## src/rtl/spi_eng_pkg.sv

```systemverilog
package spi_eng_pkg;
  typedef enum logic [1:0] {
    MODE_IDLE   = 2'd0,
    MODE_TX     = 2'd1,
    MODE_RX     = 2'd2,
    MODE_DUPLEX = 2'd3
  } xfer_mode_e;
endpackage

```

## src/rtl/spi_clk_gen.sv

```systemverilog
module spi_clk_gen #(
  parameter int unsigned DIV_W   = 16,
  parameter int unsigned DIV_MIN = 4
) (
  input  logic             clk_i,
  input  logic             rst_ni,
  input  logic             run_i,
  input  logic [DIV_W-1:0] div_i,
  input  logic             cpha_i,
  input  logic             cpol_i,
  input  logic             alt_cap_i,
  output logic             sclk_o,
  output logic             bit_start_o,
  output logic             sample_o,
  output logic             bit_end_o
);
  logic [DIV_W-1:0] div_eff, half, cap_at, cnt_q;
  logic             raw;

  always_comb begin
    div_eff = (div_i < DIV_W'(DIV_MIN)) ? DIV_W'(DIV_MIN) : div_i;
    half    = div_eff >> 1;
    cap_at  = alt_cap_i ? half + DIV_W'(1) : half;
  end

  assign bit_start_o = run_i && (cnt_q == '0);
  assign sample_o    = run_i && (cnt_q == cap_at);
  assign bit_end_o   = run_i && (cnt_q == div_eff - DIV_W'(1));

  // Data changes at count 0, sampling sits at mid-bit in both phases
  assign raw    = run_i && (cpha_i ? (cnt_q < half) : (cnt_q >= half));
  assign sclk_o = raw ^ cpol_i;

  always_ff @(posedge clk_i or negedge rst_ni) begin
    if (!rst_ni)                  cnt_q <= '0;
    else if (!run_i || bit_end_o) cnt_q <= '0;
    else                          cnt_q <= cnt_q + DIV_W'(1);
  end

  assert_cnt_range_R3: assert property (@(posedge clk_i) disable iff (!rst_ni)
    run_i |-> (cnt_q < div_eff));
  assert_idle_cnt_R3: assert property (@(posedge clk_i) disable iff (!rst_ni)
    (!run_i) |=> (cnt_q == '0));
endmodule

```

## src/rtl/spi_shift.sv

```systemverilog
module spi_shift #(
  parameter int unsigned WORD_W = 32,
  localparam int unsigned NB_W  = $clog2(WORD_W) + 1
) (
  input  logic              clk_i,
  input  logic              rst_ni,
  input  logic              load_i,
  input  logic [WORD_W-1:0] load_word_i,
  input  logic [NB_W-1:0]   load_bits_i,
  input  logic              shift_i,
  input  logic              sample_i,
  input  logic              miso_i,
  input  logic              lsb_i,
  output logic              tx_bit_o,
  output logic [WORD_W-1:0] rx_word_o
);
  logic [WORD_W-1:0] tx_q, rx_q, rx_nxt;
  logic [NB_W-1:0]   len_q;

  always_comb begin
    rx_nxt = rx_q;
    if (sample_i) rx_nxt = lsb_i ? {miso_i, rx_q[WORD_W-1:1]} : {rx_q[WORD_W-2:0], miso_i};
  end

  assign tx_bit_o  = lsb_i ? tx_q[0] : tx_q[WORD_W-1];
  // LSB-first words fill from the top; right-align them on output
  assign rx_word_o = lsb_i ? (rx_nxt >> (NB_W'(WORD_W) - len_q)) : rx_nxt;

  always_ff @(posedge clk_i or negedge rst_ni) begin
    if (!rst_ni) begin
      tx_q  <= '0;
      rx_q  <= '0;
      len_q <= '0;
    end else if (load_i) begin
      tx_q  <= lsb_i ? load_word_i : (load_word_i << (NB_W'(WORD_W) - load_bits_i));
      rx_q  <= '0;
      len_q <= load_bits_i;
    end else begin
      if (shift_i) tx_q <= lsb_i ? (tx_q >> 1) : (tx_q << 1);
      rx_q <= rx_nxt;
    end
  end

  assert_len_bound_R5: assert property (@(posedge clk_i) disable iff (!rst_ni)
    load_i |-> (load_bits_i <= NB_W'(WORD_W)) && (load_bits_i != '0));
endmodule

```

## src/rtl/spi_cmd_engine.sv

```systemverilog
module spi_cmd_engine
  import spi_eng_pkg::*;
#(
  parameter int unsigned WORD_W  = 32,
  parameter int unsigned DIV_W   = 16,
  parameter int unsigned CNT_W   = 16,
  parameter int unsigned DIV_MIN = 4,
  localparam int unsigned CMD_W  = 16 + CNT_W,
  localparam int unsigned NB_W   = $clog2(WORD_W) + 1
) (
  input  logic              clk_i,
  input  logic              rst_ni,
  input  logic              cpha_i,
  input  logic              cpol_i,
  input  logic              cs_act_hi_i,
  input  logic              mosi_en_i,
  input  logic              miso_en_i,
  input  logic              lsb_first_i,
  input  logic              alt_cap_i,
  input  logic [DIV_W-1:0]  div_i,
  input  logic              cmd_valid_i,
  input  logic [CMD_W-1:0]  cmd_i,
  input  logic [WORD_W-1:0] tx_data_i,
  input  logic              tx_valid_i,
  output logic              tx_ready_o,
  output logic [WORD_W-1:0] rx_data_o,
  output logic              rx_valid_o,
  output logic              sclk_o,
  output logic              mosi_o,
  input  logic              miso_i,
  output logic              cs_o,
  output logic              busy_o,
  output logic              done_o,
  output logic              underflow_o
);
  localparam int unsigned CONT_BIT = 4;
  localparam int unsigned CNT_LSB  = 16;

  logic              busy_q, cs_on_q, cont_q, done_q, rx_valid_q;
  xfer_mode_e        mode_q, cmd_mode;
  logic [CNT_W:0]    left_q;
  logic [NB_W-1:0]   wrem_q, wlen_new;
  logic [WORD_W-1:0] rx_data_q, rx_word, load_word;
  logic              bit_start, sample, bit_end, word_start;
  logic              do_tx, do_rx, accept, idle_cmd, tx_bit;
  logic              unused_cmd;

  assign unused_cmd = ^{cmd_i[CNT_LSB-1:CONT_BIT+1], cmd_i[CONT_BIT-1:2]};
  assign cmd_mode   = xfer_mode_e'(cmd_i[1:0]);
  assign accept     = cmd_valid_i && !busy_q && (cmd_mode != MODE_IDLE);
  assign idle_cmd   = cmd_valid_i && !busy_q && (cmd_mode == MODE_IDLE);
  assign do_tx      = (mode_q == MODE_TX) || (mode_q == MODE_DUPLEX);
  assign do_rx      = ((mode_q == MODE_RX) || (mode_q == MODE_DUPLEX)) && miso_en_i;
  assign word_start = bit_start && (wrem_q == '0);
  assign wlen_new   = (left_q > (CNT_W+1)'(WORD_W)) ? NB_W'(WORD_W) : left_q[NB_W-1:0];

  assign tx_ready_o  = word_start && do_tx;
  assign underflow_o = tx_ready_o && !tx_valid_i;
  assign load_word   = (tx_ready_o && tx_valid_i) ? tx_data_i : '0;

  assign mosi_o      = busy_q && do_tx && mosi_en_i && tx_bit;
  assign cs_o        = cs_act_hi_i ? cs_on_q : !cs_on_q;
  assign busy_o      = busy_q;
  assign done_o      = done_q;
  assign rx_valid_o  = rx_valid_q;
  assign rx_data_o   = rx_data_q;

  spi_clk_gen #(.DIV_W(DIV_W), .DIV_MIN(DIV_MIN)) u_clk (
    .clk_i, .rst_ni, .run_i(busy_q), .div_i, .cpha_i, .cpol_i, .alt_cap_i,
    .sclk_o, .bit_start_o(bit_start), .sample_o(sample), .bit_end_o(bit_end)
  );

  spi_shift #(.WORD_W(WORD_W)) u_shift (
    .clk_i, .rst_ni, .load_i(word_start), .load_word_i(load_word), .load_bits_i(wlen_new),
    .shift_i(bit_start && !word_start), .sample_i(sample && do_rx), .miso_i,
    .lsb_i(lsb_first_i), .tx_bit_o(tx_bit), .rx_word_o(rx_word)
  );

  always_ff @(posedge clk_i or negedge rst_ni) begin
    if (!rst_ni) begin
      busy_q     <= 1'b0;
      cs_on_q    <= 1'b0;
      cont_q     <= 1'b0;
      mode_q     <= MODE_IDLE;
      left_q     <= '0;
      wrem_q     <= '0;
      done_q     <= 1'b0;
      rx_valid_q <= 1'b0;
      rx_data_q  <= '0;
    end else begin
      done_q     <= 1'b0;
      rx_valid_q <= 1'b0;
      if (accept) begin
        busy_q  <= 1'b1;
        cs_on_q <= 1'b1;
        cont_q  <= cmd_i[CONT_BIT];
        mode_q  <= cmd_mode;
        left_q  <= {1'b0, cmd_i[CMD_W-1:CNT_LSB]} + (CNT_W+1)'(1);
        wrem_q  <= '0;
      end else if (idle_cmd) begin
        cs_on_q <= 1'b0;
      end
      if (word_start) wrem_q <= wlen_new;
      if (bit_end) begin
        left_q <= left_q - (CNT_W+1)'(1);
        wrem_q <= wrem_q - NB_W'(1);
        if (wrem_q == NB_W'(1) && do_rx) begin
          rx_valid_q <= 1'b1;
          rx_data_q  <= rx_word;
        end
        if (left_q == (CNT_W+1)'(1)) begin
          busy_q  <= 1'b0;
          done_q  <= 1'b1;
          cs_on_q <= cont_q;
        end
      end
    end
  end

  assert_done_idle_R1: assert property (@(posedge clk_i) disable iff (!rst_ni)
    done_o |-> !busy_o);
  assert_busy_ignore_R2: assert property (@(posedge clk_i) disable iff (!rst_ni)
    (busy_o && cmd_valid_i && !bit_end) |=> (left_q == $past(left_q)));
  assert_sclk_idle_R3: assert property (@(posedge clk_i) disable iff (!rst_ni)
    (!busy_o) |-> (sclk_o == cpol_i));
  assert_cs_busy_R4: assert property (@(posedge clk_i) disable iff (!rst_ni)
    busy_o |-> (cs_o == cs_act_hi_i));
  assert_rx_only_quiet_R8: assert property (@(posedge clk_i) disable iff (!rst_ni)
    (busy_o && mode_q == MODE_RX) |-> (!mosi_o && !tx_ready_o));
  assert_uf_pulse_R9: assert property (@(posedge clk_i) disable iff (!rst_ni)
    underflow_o |=> !underflow_o);
endmodule

```

## config.mk

```make
export PLATFORM = sky130hd
export DESIGN_NAME = spi_cmd_engine
export DESIGN_NICKNAME = d
export VERILOG_FILES = /design/src/rtl/spi_eng_pkg.sv /design/src/rtl/spi_clk_gen.sv /design/src/rtl/spi_shift.sv /design/src/rtl/spi_cmd_engine.sv
export SDC_FILE = /design/constraint.sdc
export NUM_CORES = 1
export LEC_CHECK = 0
export BUFFER_PORTS_ARGS = -buffer_cell sky130_fd_sc_hd__buf_2
export CORE_ASPECT_RATIO = 1.75
export CORE_MARGIN = 3
export CORE_UTILIZATION = 40
export CTS_CLUSTER_SIZE = 24
export DETAILED_ROUTE_END_ITERATION = 12
export PLACE_DENSITY_LB_ADDON = 0.25
export SYNTH_ARGS = -nofsm -noshare
export SYNTH_HDL_FRONTEND = slang
export SYNTH_SLANG_ARGS = --single-unit
export TNS_END_PERCENT = 10
```

## constraint.sdc

```tcl
create_clock -name clk_i -period 5.16 [get_ports clk_i]
set_clock_uncertainty 0.15 [all_clocks]
set_input_delay 0.258 -clock clk_i [delete_from_list [all_inputs] [get_ports clk_i]]
set_output_delay 0.258 -clock clk_i [all_outputs]
set_load 0.01 [all_outputs]
```

# Yosys cells after proc, flatten, opt, wreduce, memory -nomap -nowiden
# Index checks and enable logic that the tools add are counted.
[totals] reg_bits=148 latchBits=0 mem_bits_rw=0 rom_bits=0 in_bits=92 out_inout_bits=40 wordCells=100 n_memories=0
[classes] addsub=8 multipliers=0 div=0 n_lt_le_gt_ge=4 n_eq_ne=7 n_shift=2 mux=32 bitwise_logic=1 reduce_logical=33
[op_table] cell="32-bit 2-to-1 mux" count=9
[op_table] cell="16-bit 2-to-1 mux" count=3
[op_table] cell="17-bit 2-to-1 mux" count=2
[op_table] cell="16-bit equality test" count=2
[op_table] cell="32-bit by 6-bit << shifter with 32-bit output" count=1
[op_table] cell="32-bit by 6-bit right shift with 32-bit output" count=1
[op_table] cell="6-bit 2-to-1 mux" count=4
[op_table] cell="1-bit logical AND" count=18
[op_table] cell="16-bit by 1-bit adder with 17-bit output, second input constant" count=1
[op_table] cell="17-bit by 1-bit equality test with 1-bit output, second input constant" count=1
[op_table] cell="17-bit by 6-bit greater-than comparator with 1-bit output, second input constant" count=1
[op_table] cell="17-bit by 1-bit subtractor with 17-bit output, second input constant" count=1
[op_table] cell="15-bit by 1-bit adder with 16-bit output, second input constant" count=1
[op_table] cell="16-bit by 1-bit adder with 16-bit output, second input constant" count=1
[op_table] cell="16-bit by 15-bit >= comparator with 1-bit output" count=1
[op_table] cell="16-bit logical NOT" count=1
[op_table] cell="16-bit by 15-bit < comparator with 1-bit output" count=1
[op_table] cell="16-bit by 3-bit < comparator with 1-bit output, second input constant" count=1
[op_table] cell="16-bit by 1-bit subtractor with 16-bit output, second input constant" count=1
[op_table] cell="1-bit 2-to-1 mux" count=14
[op_table] cell="6-bit subtractor, first input constant" count=2
[op_table] cell="6-bit by 1-bit equality test with 1-bit output, second input constant" count=1
[op_table] cell="6-bit logical NOT" count=1
[op_table] cell="2-bit nonzero test" count=3
[op_table] cell="other kinds (9)" count=15

# Depth between registers and ports, before layout
# Gate-level depths: netlist of the first run.
[depth] depth_word=10 ltp_mapped=22 depth_no_buf=16

# Modules after synthesis
# A second synthesis of the first run with hierarchy kept.
[unflattened] hier_cells=1598 hier_area_um2=14406.3
[modules_own_cells] module="spi_shift" instances=1 cells_per_inst=909 area_each_um2=8266.7 seq_area_each_um2=1751.7
[modules_own_cells] module="spi_cmd_engine" instances=1 cells_per_inst=360 area_each_um2=3713.6 seq_area_each_um2=1551.5
[modules_own_cells] module="spi_clk_gen" instances=1 cells_per_inst=329 area_each_um2=2426.1 seq_area_each_um2=400.4

# Least setup slack after synthesis of the first run
# Ideal clock, no wire load.
[synth_path] kind="input to register" from="input div_i[8]" to="register rx_data_q[8], in the netlist rx_data_o[8]" setup_time_ns=0.127 arrival_ns=4.882 t_required_ns=4.883 setup_slack_ns=0.001 cell_stages=18 n_path_buf=2 path_cell_list="buf_2 or4_1 or4_4 o31ai_4 inv_1 ha_1 nand3_1 nor3_1 mux2i_1 a2111oi_0 or4b_4 nor2_4 buf_6 mux2i_1 mux2i_1 mux4_2 a211oi_1 a21oi_1"
[synth_via] elab_chain_cells=10 word_cells_on_any_way=14 cone_classes="2 x add/sub; 1 x order compare; 2 x eq/ne; 1 x shift; 4 x mux; 4 x reduce/logical"
[synth_lines] item="from (decl)" line="spi_cmd_engine.sv:20" text="input logic [DIV_W-1:0] div_i,"
[synth_lines] item="16-bit by 3-bit < comparator with 1-bit output" line="spi_clk_gen.sv:21" text="div_eff = (div_i < DIV_W'(DIV_MIN)) ? DIV_W'(DIV_MIN) : div_i;"
[synth_lines] item="16-bit 2-to-1 mux (*)" line="spi_clk_gen.sv:21"
[synth_lines] item="15-bit by 1-bit adder with 16-bit output" line="spi_clk_gen.sv:23" text="cap_at = alt_cap_i ? half + DIV_W'(1) : half;"
[synth_lines] item="16-bit 2-to-1 mux" line="spi_clk_gen.sv:23"
[synth_lines] item="16-bit equality test" line="spi_clk_gen.sv:27" text="assign sample_o = run_i && (cnt_q == cap_at);"
[synth_lines] item="1-bit logical AND" line="spi_clk_gen.sv:27"
[synth_lines] item="1-bit logical AND" line="spi_cmd_engine.sv:75" text=".shift_i(bit_start && !word_start), .sample_i(sample && do_rx), .miso_i,"
[synth_lines] item="32-bit 2-to-1 mux" line="spi_shift.sv:22" text="if (sample_i) rx_nxt = lsb_i ? {miso_i, rx_q[WORD_W-1:1]} : {rx_q[WORD_W-2:0], miso_i};"
[synth_lines] item="32-bit by 6-bit right shift with 32-bit output" line="spi_shift.sv:27" text="assign rx_word_o = lsb_i ? (rx_nxt >> (NB_W'(WORD_W) - len_q)) : rx_nxt;"
[synth_lines] item="32-bit 2-to-1 mux" line="spi_shift.sv:27"
[synth_lines] item="to (signal assigned)" line="spi_cmd_engine.sv:109" text="rx_data_q <= rx_word;"
[synth_lines] item="to (decl)" line="spi_cmd_engine.sv:43" text="logic [WORD_W-1:0] rx_data_q, rx_word, load_word;"
# Mark *: on every way between the ends. The rest lies on a longest branch, timed or not.
# A chain may end at the register's enable or synchronous reset.

# Worst setup path in the final report of the first run
[layout_path] from="input div_i[10]" to="register rx_data_q[0], in the netlist rx_data_o[0]"
# Same word-level chain as after synthesis.

==> impl_metrics.tcl, run 1 <==
set metrics [dict create \
    initial_core_util_pct 40.7 \
    synth_xor_xnor_area_share_pct 4.85 \
    rsz0062_at_grt "yes" \
    post-route-min-period_ps 5030 \
    synthAdderAreaFrac_pct 2.40 \
    antenna_left 0 \
    first_iter_violations 1151 \
    clock-root-buffer "clkbuf_16" \
    clkTransAtPathRegs_ps 70 \
    hpwl_mm 40.7 \
    layout-area-overhead-vs-synth_pct 19.3 \
    clock_latency_ps 460 \
    place_congestion 0.993 \
    layout.nets 1960 \
    criticalPathCategory "in2reg" \
    netSwitchingPower_w 0.000902 \
    drv_slew 0 \
    critPathMaxFanout 4 \
    p_leak_nw 7.27 \
    io_pins 132 \
    final_area_um2 16800 \
    place_inst 2263 \
    min_period_over_period_pct 97.5 \
    muxShareOfSynthArea_pct 21.3 \
    syn_nets 1791 \
    track_usage_pct 28.5 \
    die_area_um2 37600 \
    synth_flop_cell "dfrtp_1" \
    synthTopCellsByArea "dfrtp_1 (26%), mux4_2 (11%), mux2i_1 (7.0%)" \
    tightest_slew_ps 1200 \
    numClockSinks 148 \
    grt_pass1_vias 14400 \
    fmax_ghz 0.199 \
    numCtsBuffers 17 \
    cp.required_ps 5400 \
    cts_tree "yes" \
    ys_seq_elements 148 \
    fp.dieH_um 254 \
    crit_path_start_kind "primary input" \
    synth-seq-area-share_pct 26.3 \
    grt_max_degree 94 \
    path_buf_inv 6 \
    core_area_um2 34600 \
    power_frac_comb_pct 15.3 \
    wl_per_cell_um 23.4 \
    slowest_stage "or4_1" \
    synth-edff-count 0 \
    max_cap_viol_count 0 \
    finalHoldViolCount 0 \
    yosys_warnings 0 \
    critPathMaxStageDelay_ps 550 \
    syn-cell-area_um2 14100 \
    synth_area_leader_cell "dfrtp_1" \
    switching_share_pct 29.7 \
    drc_errors 0 \
    p_int_w 0.00213 \
    outcome "finished, final reports clean" \
    finalPower_w 0.00304 \
    final_layout_size_suffix_gt1_share_pct 24.5 \
    dr.pass1.iters 5 \
    yosysUniqueCellTypes 79 \
    vias 14300 \
    synth_compound_area_share_pct 20.1 \
    yosysTopAreaCellShare_pct 26.3 \
    layout_setup_ws_ps 130 \
    portBuffers 118 \
    hp-class "in2reg" \
    viasPerCell 6.20 \
    dpl-instance-area_um2 15900 \
    powerDensity_nw_per_um2 181 \
    synth_top_family_by_area "multiplexers" \
    final_cells 2315 \
    grt-ovfl-total 0 \
    wl_mm 54.3 \
    cpLargestDelayFamily "simple AND/OR/NAND/NOR gates" \
    netlist_instances 1672 \
    crit_arrival_ps 5270 \
    num_rows 90 \
    crit_path_frequent_cell "buf_4" \
    max-slew-margin-rel_pct 19.8 \
    grt_pass1_wl_mm 83.2 \
    seqPwrFrac_pct 41.8 \
    crit_chain "buf_2 -> or4_1 -> or4_4 -> o31ai_4 -> buf_4 -> ha_1 -> xor2_1 -> nand2_1 -> nand4_1 -> a2111oi_2 -> buf_4 -> or4b_4 -> nor2_4 -> buf_4 -> buf_4 -> mux2i_1 -> buf_4 -> mux4_2 -> o22ai_1 -> o21ai_0 -> a21oi_1" \
    cts_max_path_buffers 2 \
    synthArstFlopShare_pct 100 \
    synth.avg_cell_area_um2 8.42 \
    synth-simple-area-share_pct 20.2 \
    dieWidth_um 148 \
    post-place-ws_ps -397 \
    pwr-share-clk_pct 42.9 \
    ir_drop_mv 0.223 \
    grt_antenna_before_repair 2 \
    cp-end-kind "flop" \
    setup_viol 0 \
    cts_max_level 4 \
]
## power by group through the flow
stage / logic [W] / registers [W] / clock network [W]
finish: 0.000465 / 0.00127 / 0.00130
detailed placement: 0.000447 / 0.00129 / 0
CTS: 0.000460 / 0.00127 / 0.00132
floorplan: 0.000311 / 0.00125 / 0
global placement: 0.000439 / 0.00129 / 0
global route: 0.000515 / 0.00128 / 0.00136
## stage by stage
step                utilization [%]  setup TNS (ps)  hold WS [ps]
finish                         48.6               0          17.0
global route                   48.6           -16.2          27.0
CTS                            48.3               0          8.11
detailed placement             46.1           -9990           284
global placement               46.1           -7170           275
floorplan                         -               0          -188
## layout make-up
type | instances | area, um2
Fill cell | 3403 | 17800
Multi-Input combinational cell | 1349 | 9830
Sequential cell | 148 | 3700
Timing Repair Buffer | 285 | 1950
Tap cell | 460 | 576
Clock buffer | 19 | 443
Inverter | 40 | 150
Clock inverter | 13 | 148
Antenna cell | 1 | 2.50
## worst reg2reg max path: cells and delay by family (launching register included)
kind | cells | cell delay, ps
buffers and inverters | 1 | 240
adders and majority gates | 1 | 360
and+or+nand+nor | 6 | 1530
AOI/OAI and AO/OA | 4 | 620
muxes | 2 | 950
DFF | 1 | 410
## worst paths after layout
kind,slack [ps],endpoint,from,cells past startpoint
worst min-delay path,20,left_q[7],cmd_i[23],3
worst max-delay path,130,rx_data_o[0],div_i[10],21
worst min register to register,320,rx_data_o[28],rx_data_o[28],2
worst max register to register,770,u_shift.tx_q[24],left_q[10],14
min in group asynchronous,300,u_shift.tx_q[7],rst_ni,2
max in group asynchronous,3270,u_clk.cnt_q[8],rst_ni,3
## cell usage in the layout, fill, tap and decap left out, types with 37 or more instances in the layout
cell type / count
a21oi_1: 98
buf_2: 116
buf_4: 147
dfrtp_1: 148
inv_1: 37
mux2_2: 47
mux2i_1: 97
mux4_2: 66
nand2_1: 164
nand3_1: 74
nor2_1: 192
nor3_1: 42
o21ai_0: 97
xnor2_1: 48
## Yosys cell counts (all sizes together) (7+ instances only)
master,instances
nor2,194
nand2,164
dfrtp,148
clkbuf,114
a21oi,98
mux2i,98
o21ai,98
nand3,75
mux4,66
xnor2,51
mux2,47
nor3,44
inv,39
o211ai,28
a221oi,27
ha,27
xor2,27
a211oi,25
buf,21
and2,17
o21a,17
o31ai,17
or3,17
a31oi,16
and3,16
nand4,16
a22oi,15
nor4,14
a21o,10
o221ai,10
nor2b,9
or2,9
nand2b,8
a311oi,7
o22ai,7
## sequential cells by signal, indices dropped and copies added, names as in the netlist, 2 cells and up
register	cells
u_clk.cnt_q	16
left_q	17
u_shift.rx_q	32
u_shift.len_q	6
wrem_q	6
rx_data_o	32
u_shift.tx_q	32
mode_q	2
## what timing repair did
action                                  CTS  global route
resized for setup                         0            16
endpoints found under the setup margin    0            27
endpoints found under the hold margin   107             0
hold buffers                             17             0
buffers inserted                          0             2
## routing by layer
layer  vias up  part of all wire [%]  global-route usage (%)
met3       187                   4.8                    4.11
met2       614                    52                    51.5
met5         -                 0.029                       0
met4         4                   7.6                    19.6
met1      6973                    36                    30.7
li1       6566                     -                       -
## cell families after synthesis
family / count (synthesis)
flops: 148
buf+inv: 175
compound gates: 425
fa+ha+maj: 27
simple gates: 608
mux: 211
xor+xnor: 78
Power figures use the tool's default switching activity.
==> run 2, diff against run 1 <==
--- a/config.mk
+++ b/config.mk
@@ -5,6 +5,7 @@
 export SDC_FILE = /design/constraint.sdc
 export NUM_CORES = 1
 export LEC_CHECK = 0
+export ABC_AREA = 1
 export BUFFER_PORTS_ARGS = -buffer_cell sky130_fd_sc_hd__buf_2
 export CORE_ASPECT_RATIO = 1.75
 export CORE_MARGIN = 3
==> run 2 against run 1 <==
- fmax grew 14%
- wire length fell by 17%
- setup slack better by 620 ps
- largest power group is now sequential cells
- power up 5.3%
- clock-buffer cell count grew 2
- design area is 10% lower
- core utilization shrank 3.2 points
- sequential power grew 10%
==> impl_metrics.tcl, run 2 <==
set metrics [dict create \
    cpLargestDelayFamily "simple AND/OR/NAND/NOR gates" \
    final_common_cell "nand2_1" \
    rr_startpoint "left_q[0]" \
    powerDensity_nw_per_um2 212 \
    path_buf_inv 4 \
    layout.nets 2369 \
    layout-area-overhead-vs-synth_pct 10.8 \
    place_congestion 0.992 \
    yosys_warnings 0 \
    hp-class "in2reg" \
    clock-root-buffer "clkbuf_16" \
    yosysTopAreaCellShare_pct 27.2 \
    hpwl_mm 35.0 \
    synth_flop_cell "dfrtp_1" \
    cp.required_ps 5380 \
    synthTopCellsByArea "dfrtp_1 (27%), nand2_1 (16%), nand3_1 (11%)" \
    slowest_stage "xnor2_1" \
    p_int_w 0.00225 \
    num_rows 88 \
    wl_per_cell_um 16.7 \
    synth_top_family_by_area "simple AND/OR/NAND/NOR gates" \
    yosysUniqueCellTypes 50 \
    seqPwrFrac_pct 43.9 \
    max_cap_viol_count 0 \
    grt_max_degree 117 \
    switching_share_pct 29.7 \
    cts_max_path_buffers 2 \
    synth-simple-area-share_pct 39.8 \
    p_leak_nw 7.75 \
    clkTransAtPathRegs_ps 60 \
    pwr-share-clk_pct 39.9 \
    syn_nets 2325 \
    finalHoldViolCount 0 \
    hp-start "cmd_i[17]" \
    fp.dieH_um 250 \
    finalPower_w 0.00320 \
    crit_path_start_kind "flop" \
    grt_pass1_wl_mm 72.8 \
    max-slew-margin-rel_pct 19.9 \
    muxShareOfSynthArea_pct 0.587 \
    synth_area_leader_cell "dfrtp_1" \
    drv_slew 0 \
    synthAdderAreaFrac_pct 2.48 \
    setup_tns_ps 0 \
    critPathCapture "u_shift.tx_q[30]" \
    final_layout_size_suffix_gt1_share_pct 10.2 \
    numClockSinks 148 \
    track_usage_pct 24.5 \
    crit_arrival_ps 4640 \
    outcome "finished, final reports clean" \
    drc_errors 0 \
    grt_antenna_before_repair 0 \
    netSwitchingPower_w 0.000948 \
    cp-end-kind "flop" \
    crit_path_frequent_cell "nand2_1" \
    min_period_over_period_pct 85.6 \
    power_frac_comb_pct 16.2 \
    post-cts-setup-buffer-count 0 \
    cts_tree "yes" \
    rrSetupSlack_ps 740 \
    numCtsBuffers 17 \
    initial_core_util_pct 41.0 \
    tightest_slew_ps 1190 \
    cts_max_level 4 \
    die_area_um2 36400 \
    synth.avg_cell_area_um2 6.18 \
    ir_drop_mv 0.187 \
    critPathLaunch "left_q[0]" \
    place_inst 2677 \
    ys_seq_elements 148 \
    syn-cell-area_um2 13600 \
    critPathMaxStageDelay_ps 790 \
    viasPerCell 5.45 \
    r2r-end "u_shift.tx_q[30]" \
    setup_viol 0 \
    dr.pass1.iters 5 \
    fillers 3669 \
    grt-ovfl-total 0 \
    yosysMostFrequentCell "nand2_1" \
    grt_pass1_vias 14400 \
    core_area_um2 33300 \
    clock_latency_ps 440 \
    criticalPathCategory "reg2reg" \
    rsz0062_at_grt "no" \
    critical_path_depth 18 \
    dieWidth_um 146 \
    synth-edff-count 0 \
    antenna_left 0 \
    crit_chain "inv_1 -> ha_1 -> nand3_1 -> nand2_1 -> nand4_2 -> nor2_1 -> inv_1 -> ha_1 -> nand3_1 -> xnor2_1 -> inv_1 -> nor2_1 -> clkinv_1 -> a21oi_1 -> nand2_1 -> o211ai_1 -> nand2_1 -> nand2_1" \
    final_cells 2713 \
    postLayoutCoreUtil_pct 45.4 \
    antenna-diode-count 0 \
    post-route-min-period_ps 4420 \
    netlist_instances 2206 \
    io_pins 132 \
    portBuffers 118 \
    synthArstFlopShare_pct 100 \
    worst-r2r-cell-count 18 \
    synth_xor_xnor_area_share_pct 4.62 \
    synth_common_cells "nand2_1 (599), nand3_1 (311), o21ai_0 (229), inv_1 (206), nor2_1 (178)" \
    critPathMaxFanout 27 \
    most-common-layout-cells "nand2_1 (599), nand3_1 (311), o21ai_0 (229)" \
    synth-seq-area-share_pct 27.2 \
    vias 14800 \
    first_iter_violations 901 \
    synth_compound_area_share_pct 15.3 \
    fmax_ghz 0.226 \
    wl_mm 45.3 \
]
[run 2: cell type report]
type / count / area, um2 / share of cell area (%)
multi-input combinational: 1716 / 8580 / 56.8
clock inverter: 11 / 126 / 0.837
clock buffer: 21 / 470 / 3.11
tap: 450 / 563 / 3.73
sequential: 148 / 3700 / 24.5
timing repair buffer: 149 / 842 / 5.58
inverter: 218 / 821 / 5.43
[run 2: through the flow]
stage	worst slack (ps)	hold WS (ps)	cell area, um2
after floorplan	1650	-188	13600
after global placement	873	237	14500
after detailed placement	803	246	14500
after CTS	824	2.43	15100
after global routing	261	18.2	15100
final	745	15.3	15100
[run 2: timing repair]
action	4_1_cts	5_1_grt
gates resized for setup	0	0
endpoints found under the hold margin	94	0
hold buffers	4	0
[run 2: cell families after synthesis]
group / after synthesis
multiplexers: 8
buffers and inverters: 342
AND/OR/NAND/NOR: 1229
AO/OA/AOI/OAI: 380
flip-flops: 148
XOR/XNOR: 72
adder cells (fa/ha/maj): 27
[run 2: worst min-delay path by stage]
| stage | endpoint | slack, ps | cells past startpoint |
|---|---|---|---|
| floorplan | busy_o | -190 | 0 |
| global placement | rx_data_o[19] | 240 | 1 |
| finish | left_q[1] | 20 | 4 |
| detailed placement | rx_data_o[18] | 250 | 1 |
| CTS | u_shift.tx_q[5] | 2 | 3 |
| global route | u_shift.tx_q[5] | 20 | 3 |
[run 2: power by group through the flow]
stage | Sequential, W | Combinational, W | Clock (W)
final | 0.00140 | 0.000517 | 0.00128
after CTS | 0.00140 | 0.000518 | 0.00130
after detailed placement | 0.00142 | 0.000510 | 0
after global routing | 0.00142 | 0.000596 | 0.00134
after global placement | 0.00142 | 0.000496 | 0
after floorplan | 0.00138 | 0.000375 | 0
[run 2: layer usage]
metal	GRT usage, %	share of wire [%]	wire [um]	up-vias
li1	-	-	-	7390
met1	25.0	37	16900	6949
met2	47.6	55	24700	337
met3	2.26	2.3	1040	115
met4	14.3	5.8	2600	0
met5	0	0	0	-
[run 2: worst register-to-register path, delay by kind of cell (launching register included)]
family          cells  cell delay (ps)
xor+xnor            1              790
fa+ha+maj           2              460
flops               1              390
buf+inv             4              970
simple gates        9             1150
compound gates      2              430
